[config.mk]
export PLATFORM = sky130hd
export DESIGN_NAME = partreg_file
export DESIGN_NICKNAME = d
export VERILOG_FILES = /design/src/rtl/prf_pkg.sv /design/src/rtl/prf_spec_map.sv /design/src/rtl/prf_read_slice.sv /design/src/rtl/prf_lane_merge.sv /design/src/rtl/partreg_file.sv
export SDC_FILE = /design/constraint.sdc
export NUM_CORES = 2
export LEC_CHECK = 0
export ABC_CLOCK_PERIOD_IN_PS = 6570
export CELL_PAD_IN_SITES_DETAIL_PLACEMENT = 1
export CELL_PAD_IN_SITES_GLOBAL_PLACEMENT = 2
export CORE_MARGIN = 2
export CORE_UTILIZATION = 42
export DETAILED_ROUTE_END_ITERATION = 6
export DONT_BUFFER_PORTS = 1
export PLACE_DENSITY_LB_ADDON = 0.05
export SLEW_MARGIN = 25
export SYNTH_ARGS = -nofsm -noshare
export SYNTH_HDL_FRONTEND = slang
export SYNTH_SLANG_ARGS = --single-unit
export TNS_END_PERCENT = 10
[constraint.sdc]
create_clock -name clk -period 6.57 [get_ports clk]
set_input_delay 0 -clock clk [delete_from_list [all_inputs] [get_ports clk]]
set_output_delay 0 -clock clk [all_outputs]
set_load 0.02 [all_outputs]
[src/rtl/prf_pkg.sv]
// Shared types for the partial-width register file.
// Assumes sixteen registers addressed by a 4-bit index.
package prf_pkg;
    localparam int IDX_W = 4;

    typedef enum logic [1:0] {
        OPSZ_8  = 2'b00,
        OPSZ_16 = 2'b01,
        OPSZ_32 = 2'b10,
        OPSZ_64 = 2'b11
    } opsz_e;

    typedef struct packed {
        logic [IDX_W-1:0] idx;
        logic             hi;
        logic             bad;
    } spec_t;
endpackage

[src/rtl/prf_spec_map.sv]
// Maps an operand specifier (code, extension, prefix flag, size) to a
// register index, a high-byte select and a bad-specifier flag.
// Assumes a 3-bit code and the prefix flag already extracted upstream.
module prf_spec_map
    import prf_pkg::*;
#(
    parameter int CODE_W = 3
) (
    input  logic [CODE_W-1:0] code,
    input  logic              ext,
    input  logic              pfx,
    input  opsz_e             size,
    output spec_t             spec
);
    localparam int LOW_W = CODE_W - 1;

    // Purpose: pick the index and lane per prefix and size rules.
    always_comb begin
        spec.bad = ext & ~pfx;
        spec.hi  = 1'b0;
        if (pfx) begin
            spec.idx = {ext, code};
        end else if (size == OPSZ_8 && code[CODE_W-1]) begin
            spec.idx = {{(IDX_W-LOW_W){1'b0}}, code[LOW_W-1:0]};
            spec.hi  = 1'b1;
        end else begin
            spec.idx = {1'b0, code};
        end
    end
endmodule

[src/rtl/prf_read_slice.sv]
// Extracts the addressed slice of one register and zero-extends it.
// Assumes a bad specifier must read as zero.
module prf_read_slice
    import prf_pkg::*;
#(
    parameter int XLEN = 64
) (
    input  logic [XLEN-1:0] word,
    input  opsz_e           size,
    input  logic            hi,
    input  logic            bad,
    output logic [XLEN-1:0] data
);
    // Purpose: select and zero-extend the slice for the operand size.
    always_comb begin
        data = '0;
        if (!bad) begin
            unique case (size)
                OPSZ_8:  data[7:0]  = hi ? word[15:8] : word[7:0];
                OPSZ_16: data[15:0] = word[15:0];
                OPSZ_32: data[31:0] = word[31:0];
                default: data       = word;
            endcase
        end
    end
endmodule

[src/rtl/prf_lane_merge.sv]
// Builds the next register value for a write of a given size.
// Byte and word writes keep the other bits; 32-bit writes clear the top half.
module prf_lane_merge
    import prf_pkg::*;
#(
    parameter int XLEN = 64
) (
    input  logic [XLEN-1:0] old_word,
    input  logic [XLEN-1:0] wdata,
    input  opsz_e           size,
    input  logic            hi,
    output logic [XLEN-1:0] new_word
);
    // Purpose: merge the write slice into the old register contents.
    always_comb begin
        new_word = old_word;
        unique case (size)
            OPSZ_8: begin
                if (hi) new_word[15:8] = wdata[7:0];
                else    new_word[7:0]  = wdata[7:0];
            end
            OPSZ_16: new_word[15:0] = wdata[15:0];
            OPSZ_32: new_word = {{(XLEN-32){1'b0}}, wdata[31:0]};
            default: new_word = wdata;
        endcase
    end
endmodule

[src/rtl/partreg_file.sv]
// Sixteen-entry register file with two combinational read ports and one
// clocked write port, each addressed by a prefix-aware operand specifier.
// Assumes a synchronous active-low reset and no write-to-read bypass.
module partreg_file
    import prf_pkg::*;
#(
    parameter int XLEN   = 64,
    parameter int NREG   = 16,
    parameter int CODE_W = 3
) (
    input  logic              clk,
    input  logic              rst_n,
    input  logic [CODE_W-1:0] ra_code,
    input  logic              ra_ext,
    input  logic              ra_pfx,
    input  logic [1:0]        ra_size,
    output logic [XLEN-1:0]   ra_data,
    output logic              ra_bad,
    input  logic [CODE_W-1:0] rb_code,
    input  logic              rb_ext,
    input  logic              rb_pfx,
    input  logic [1:0]        rb_size,
    output logic [XLEN-1:0]   rb_data,
    output logic              rb_bad,
    input  logic              wr_en,
    input  logic [CODE_W-1:0] wr_code,
    input  logic              wr_ext,
    input  logic              wr_pfx,
    input  logic [1:0]        wr_size,
    input  logic [XLEN-1:0]   wr_data,
    output logic              wr_bad
);
    logic [XLEN-1:0] regs_q [NREG];
    spec_t           spec_a, spec_b, spec_w;
    logic [XLEN-1:0] merged;
    logic [NREG-1:0] wr_hit;

    prf_spec_map #(.CODE_W(CODE_W)) map_a_i (
        .code(ra_code), .ext(ra_ext), .pfx(ra_pfx), .size(opsz_e'(ra_size)), .spec(spec_a));
    prf_spec_map #(.CODE_W(CODE_W)) map_b_i (
        .code(rb_code), .ext(rb_ext), .pfx(rb_pfx), .size(opsz_e'(rb_size)), .spec(spec_b));
    prf_spec_map #(.CODE_W(CODE_W)) map_w_i (
        .code(wr_code), .ext(wr_ext), .pfx(wr_pfx), .size(opsz_e'(wr_size)), .spec(spec_w));

    prf_read_slice #(.XLEN(XLEN)) rd_a_i (
        .word(regs_q[spec_a.idx]), .size(opsz_e'(ra_size)), .hi(spec_a.hi),
        .bad(spec_a.bad), .data(ra_data));
    prf_read_slice #(.XLEN(XLEN)) rd_b_i (
        .word(regs_q[spec_b.idx]), .size(opsz_e'(rb_size)), .hi(spec_b.hi),
        .bad(spec_b.bad), .data(rb_data));

    prf_lane_merge #(.XLEN(XLEN)) merge_i (
        .old_word(regs_q[spec_w.idx]), .wdata(wr_data), .size(opsz_e'(wr_size)),
        .hi(spec_w.hi), .new_word(merged));

    assign ra_bad = spec_a.bad;
    assign rb_bad = spec_b.bad;
    assign wr_bad = spec_w.bad;

    // Purpose: one-hot write select, gated off for bad specifiers.
    always_comb begin
        wr_hit = '0;
        if (wr_en && !spec_w.bad) wr_hit[spec_w.idx] = 1'b1;
    end

    for (genvar g = 0; g < NREG; g++) begin : g_reg
        // Purpose: clear on reset, else take the merged value when selected.
        always_ff @(posedge clk) begin
            if (!rst_n)         regs_q[g] <= '0;
            else if (wr_hit[g]) regs_q[g] <= merged;
        end
    end

    // reads are zero after a reset edge.
    assert_reset_clears_R11: assert property (@(posedge clk)
        !rst_n |=> (ra_data == '0 && rb_data == '0));
    // a bad read returns zero.
    assert_bad_read_zero_R5: assert property (@(posedge clk) disable iff (!rst_n)
        (ra_ext && !ra_pfx) |-> (ra_bad && ra_data == '0));
    // prefixed specifiers never select the high byte.
    assert_pfx_no_high_R13: assert property (@(posedge clk) disable iff (!rst_n)
        (rb_pfx || ra_pfx) |-> !((rb_pfx && spec_b.hi) || (ra_pfx && spec_a.hi)));
    // a bad write leaves the aimed register unchanged.
    assert_bad_write_held_R6: assert property (@(posedge clk) disable iff (!rst_n)
        (wr_en && wr_bad) |=> regs_q[$past(spec_w.idx)] == $past(regs_q[spec_w.idx]));
    // a 32-bit write leaves the upper half zero.
    assert_w32_upper_zero_R8: assert property (@(posedge clk) disable iff (!rst_n)
        (wr_en && !wr_bad && wr_size == 2'b10) |=> regs_q[$past(spec_w.idx)][XLEN-1:32] == '0);
    // a low-byte write keeps bits above the byte.
    assert_w8_keeps_rest_R7: assert property (@(posedge clk) disable iff (!rst_n)
        (wr_en && !wr_bad && wr_size == 2'b00 && !spec_w.hi)
        |=> regs_q[$past(spec_w.idx)][XLEN-1:8] == $past(regs_q[spec_w.idx][XLEN-1:8]));
endmodule

# Word-level counts from Yosys, hierarchy flattened
# Memory sizes are Yosys's and may differ from the RTL's.
# Cells that the tools add are included.
[word_totals]
register_bits = 0
ramBits = 1024
input_bits = 88
elab_cells = 141
memories = 1
output_inout_bits = 131
[memory_table]
columns = ["name", "depth", "word_bits", "read_ports", "rd_ports_with_merged_regs", "wr", "line_no", "source"]
rows = [
  ["regs_q", 16, 64, 3, 0, 16, "partreg_file.sv:33", "logic [XLEN-1:0] regs_q [NREG];"],
]
[classes]
n_lt_le_gt_ge = 2
muxes = 96
eq_ne = 6
reduce_logical = 14
bitwise = 22
[ops]
columns = ["operator", "count"]
rows = [
  ["$mux 64", 18],
  ["$pmux 48 s2", 1],
  ["$mux 16", 4],
  ["$mux 32", 2],
  ["$mux 8", 8],
  ["$mux 1", 56],
  ["$or 1x1->1", 16],
  ["$mux 4", 3],
  ["$mux 3", 3],
  ["$eq 2x1->1 const B", 3],
  ["$eq 2x2->1 const B", 3],
  ["$logic_not 2->1", 3],
  ["$reduce_or 2->1", 3],
  ["$reduce_or 3->1", 2],
  ["$logic_and 1x1->1", 5],
  ["$lt 4x5->1 const B", 1],
  ["$demux 1 s4", 1],
  ["$ge 4x1->1 const B", 1],
  ["$and 1x1->1", 3],
  ["$not 1->1", 3],
  ["$logic_not 1->1", 1],
]

# Longest topological paths before layout
[logic_depth]
depth_word = 13
depth_mapped = 12
mapped_depth_nobuf = 5

# Modules after synthesis
# A second synthesis with hierarchy kept.
[unflattened]
hier_cells = 4397
area_unflattened_um2 = 60832.1
[by_module_without_submodules]
columns = ["mod", "cells_each", "seq_area_each_um2", "area_each_um2", "n_inst"]
rows = [
  ["partreg_file", 4102, 30749.5, 58678.8, 1],
  ["prf_read_slice", 90, 0.0, 593.1, 2],
  ["prf_lane_merge", 97, 0.0, 813.3, 1],
  ["prf_spec_map", 6, 0.0, 51.3, 3],
]

# Worst setup path after synthesis
# OpenSTA, ideal clock, no wires.
[synth_timing]
path_type = "in2reg"
from = "input wr_code[0]"
to = "memory regs_q[14][0] (enable)"
required_time_ns = 5.996
setup_ns = 0.574
setup_slack_ns = 0.151
cell_stages = 11
t_arrival_ns = 5.844
n_path_buf = 7
path_cell_list = "buf_6 buf_8 buf_8 buf_12 buf_12 buf_12 inv_4 and4_1 clkbuf_1 inv_1 o21ai_0"
[synth_lines]
columns = ["element", "line_no", "source"]
rows = [
  ["start: declaration", "partreg_file.sv:26", "input logic [CODE_W-1:0] wr_code,"],
  ["end: declaration", "partreg_file.sv:33", ""],
]

# Worst setup path after layout
[layout_timing]
from = "input ra_pfx"
to = "output ra_data[35]"
[layout_between]
elab_chain_cells = 4
word_cells_on_any_way = 6
cone_classes = "mux (3); bitwise (2); memory (1)"
[layout_lines]
columns = ["element", "line_no", "source"]
rows = [
  ["start: declaration", "partreg_file.sv:15", "input logic ra_pfx,"],
  ["$mux 4", "prf_spec_map.sv:21", "if (pfx) begin"],
  ["$mem_v2 16x64", "--", ""],
  ["$mux 32", "prf_read_slice.sv:18", "unique case (size)"],
  ["$mux 64 *", "prf_read_slice.sv:17", "if (!bad) begin"],
  ["end: declaration", "partreg_file.sv:17", "output logic [XLEN-1:0] ra_data,"],
]
# Mark *: on every way between the ends. The rest lies on a longest branch, timed or not.

==> flow_summary_export.csv <==
group,metric,value,unit
yosys,yosysMostFrequentCell,"edfxtp_1",
power,comb_power_share,0.132,
power,clkPwrFrac,0.412,
detailed_routing,wl_per_cell,40.9,µm
cts,cts_buffers,121,
cts,cts.path.max_buffers,3,
sta,setup_viol,0,
power,p_leak,23.1,nW
sta,clock_skew,0.0386,ns
hold_path,min_path_type,"in2reg",
critical_path,end_kind,"output port",
sta,slew_headroom,0.240,
yosys,syn-num-nets,4523,
detailed_routing,drcViolationCount,0,
power,vdd_drop_max,0.000236,V
grt,track_usage,0.340,
yosys,synth_edf_count,1024,
detailed_routing,antenna_left,0,
sta,period_share,0.440,
cts,clock_sinks,1024,
finish,reg_top3,"regs_q x1024",
placement,post_dp_cell_area,62200,µm²
yosys,async_flop_share,0,
cts,cts_setup_buffers,0,
critical_path,slowest_stage,"a211oi_1",
critical_path,cp_cell_sequence,"o31ai_4, buf_4, buf_4, mux2i_1, a211oi_1",
floorplan,rows,139,
floorplan,dieWidth,385,µm
finish,final_core_util,0.465,
finish,final_area,66900,µm²
cts,post_cts_resized,0,
power,power_frac_seq,0.457,
critical_path,path_common_cell,"buf_4",
critical_path,start_kind,"input port",
critical_path,critPathBufInv,2,
floorplan,die_y,385,µm
power,p_sw_frac,0.264,
critical_path,worstPathArrival,2.89,ns
yosys,yosys.area.top_type,"edfxtp_1",
cts,clk_pin_slew,0.06,ns
placement,post-dp-hpwl,132000,µm
floorplan,dieArea,149000,µm²
run,drv_cap,0,
run_status,status,"complete, no violations",
yosys,ys_seq_area_frac,0.503,
yosys,syn_avg_cell_area,13.8,µm²
floorplan,core,144000,µm²
finish,regMostFlops,"regs_q",
cts,root_buffer,"clkbuf_16",
yosys,synth_area_leaders,"edfxtp_1, mux4_2, mux2i_1, nor2_1, a21oi_1",
sta,fin_ws,3.68,ns
yosys,synth_commonest_cells,"edfxtp_1, mux4_2, nor2_1",
placement,gp_congestion,0.786,
yosys,synth_area,61100,µm²
grt,antenna_found_initial,7,
grt,grt.overflow.total,0,
detailed_routing,via_per_inst,7.10,
yosys,ys_ff_latch,1024,
sta,worst_slew_pin_slew,1.13,ns
yosys,synth_cells,4435,
yosys,synthFlopType,"edfxtp_1",
detailed_routing,drtIter0Drc,5255,
yosys,synth_top_area_share,0.503,
cts,cts_tree,"done",
finish,syn2layout_area_growth,9.51,%
finish,final_cells,6211,
grt,grt_max_degree,239,
placement,portBuffers,0,
critical_path,crit_fanout,56,
finish,final_nets,4291,
sta,max_freq,0.346,GHz
power,power.density,251,nW/µm²
yosys,synth_warnings,0,
yosys,synth_cell_type_count,52,
finish,largest_reg_flops,1024,
detailed_routing,dr_total_vias,44073,
placement,dp_slack,3.26,ns
critical_path,cpLargestDelayFamily,"buffers and inverters",
critical_path,cp.required,6.57,ns
floorplan,initial_utilization,0.424,
floorplan,io_pins,219,
critical_path,cp_slowest_stage_delay,0.96,ns
grt,grt_pass1_wl,353000,µm
detailed_routing,dr.pass1.iters,6,
sta,hold_viol,0,
cts,clock_latency,0.77,ns
placement,placedCellCount,5914,
finish,drive_above_1_share,0.231,
power,p_int,12.3,mW
power,p_sw,4.43,mW
cts,htree_levels,3,
grt,grt_pass1_vias,44840,
sta,grt_setup_unrepaired,"false",
detailed_routing,wl,254000,µm
critical_path,path_class,"in2out",
sta,tns,0,ns
sta,drv_slew,0,
sta,period_minus_slack,2.89,ns
finish,fillers,14060,
[path summary, 6_finish.rpt]
check	start	endpoint	slack, ns	cells after the start
hold / removal	wr_code[0]	regs_q[2][2]	0.009	3
hold reg to reg	regs_q[2][63]	regs_q[2][63]	1.00	3
setup reg to reg	regs_q[1][39]	regs_q[1][39]	3.70	6
setup / recovery	ra_pfx	ra_data[35]	3.68	5
[cell type report]
cell class                 instances  area (µm²)  area share
tap                             1903        2380      0.0356
timing repair buffer             164        1480      0.0220
clock buffer                     144        3180      0.0475
inverter                          11        45.0    0.000673
clock inverter                    81         769      0.0115
multi-input combinational       2881       28300       0.423
antenna                            3        7.51    0.000112
sequential                      1024       30700       0.460
[cell families after synthesis]
kind of cell    synth area share
compound gates            0.0804
buf+inv                   0.0412
flops                      0.503
mux                        0.287
simple gates              0.0883
[per-layer routing]
| metal | vias to the layer above | routed length [µm] | track usage |
|---|---|---|---|
| li1 | 17508 | - | - |
| met4 | 2 | 10400 | 0.129 |
| met2 | 2324 | 124000 | 0.563 |
| met1 | 23710 | 99200 | 0.450 |
| met3 | 529 | 20400 | 0.0551 |
| met5 | - | 11 | 0 |
[worst reg2reg max path, stage by stage (launching register included)]
cell and delay (ns):
edfxtp_1 0.40, mux4_1 0.52, nor3_1 0.28, or2_2 0.17, dlygate4sd3_1 0.58, a21oi_1 0.08, dlygate4sd3_1 0.60
[layout by cell type, fill, tap and decap left out, types with 31 or more instances in the layout]
| cell | synthesis | layout |
|---|---|---|
| a211oi_1 | 160 | 151 |
| a21oi_1 | 311 | 311 |
| buf_4 | 15 | 91 |
| clkbuf_16 | 0 | 124 |
| clkinv_1 | 2 | 33 |
| clkinv_2 | 0 | 31 |
| dlygate4sd3_1 | 0 | 66 |
| edfxtp_1 | 1024 | 1024 |
| mux2i_1 | 350 | 348 |
| mux4_2 | 609 | 609 |
| nand2_1 | 88 | 71 |
| nor2_1 | 597 | 597 |
| nor2b_1 | 83 | 83 |
| nor3_1 | 175 | 174 |
| nor4_1 | 48 | 48 |
| o22ai_1 | 168 | 164 |
| or4_1 | 52 | 52 |
[power groups by stage]
stage                     sequential [mW]  clock, mW  combinational (mW)
after global placement               7.76          0                2.12
after CTS                            7.65       6.95                2.19
after detailed placement             7.78          0                2.13
after global routing                 7.68       7.17                2.29
after floorplan                      7.74          0                1.67
final                                7.65       6.90                2.21
[per-stage QoR]
step / hold WS, ns / power [mW]
after global placement: 0.247 / 9.89
final: 0.00864 / 16.8
after CTS: 0.00300 / 16.8
after global routing: 0.00760 / 17.1
after detailed placement: 0.249 / 9.92
after floorplan: 0.248 / 9.41
[what timing repair did]
item                                     CTS  global route
endpoints found under the setup margin     0             0
hold endpoints to repair                1128            41
hold buffers                              65             3
Note: power is estimated with default switching activity, not from simulation.
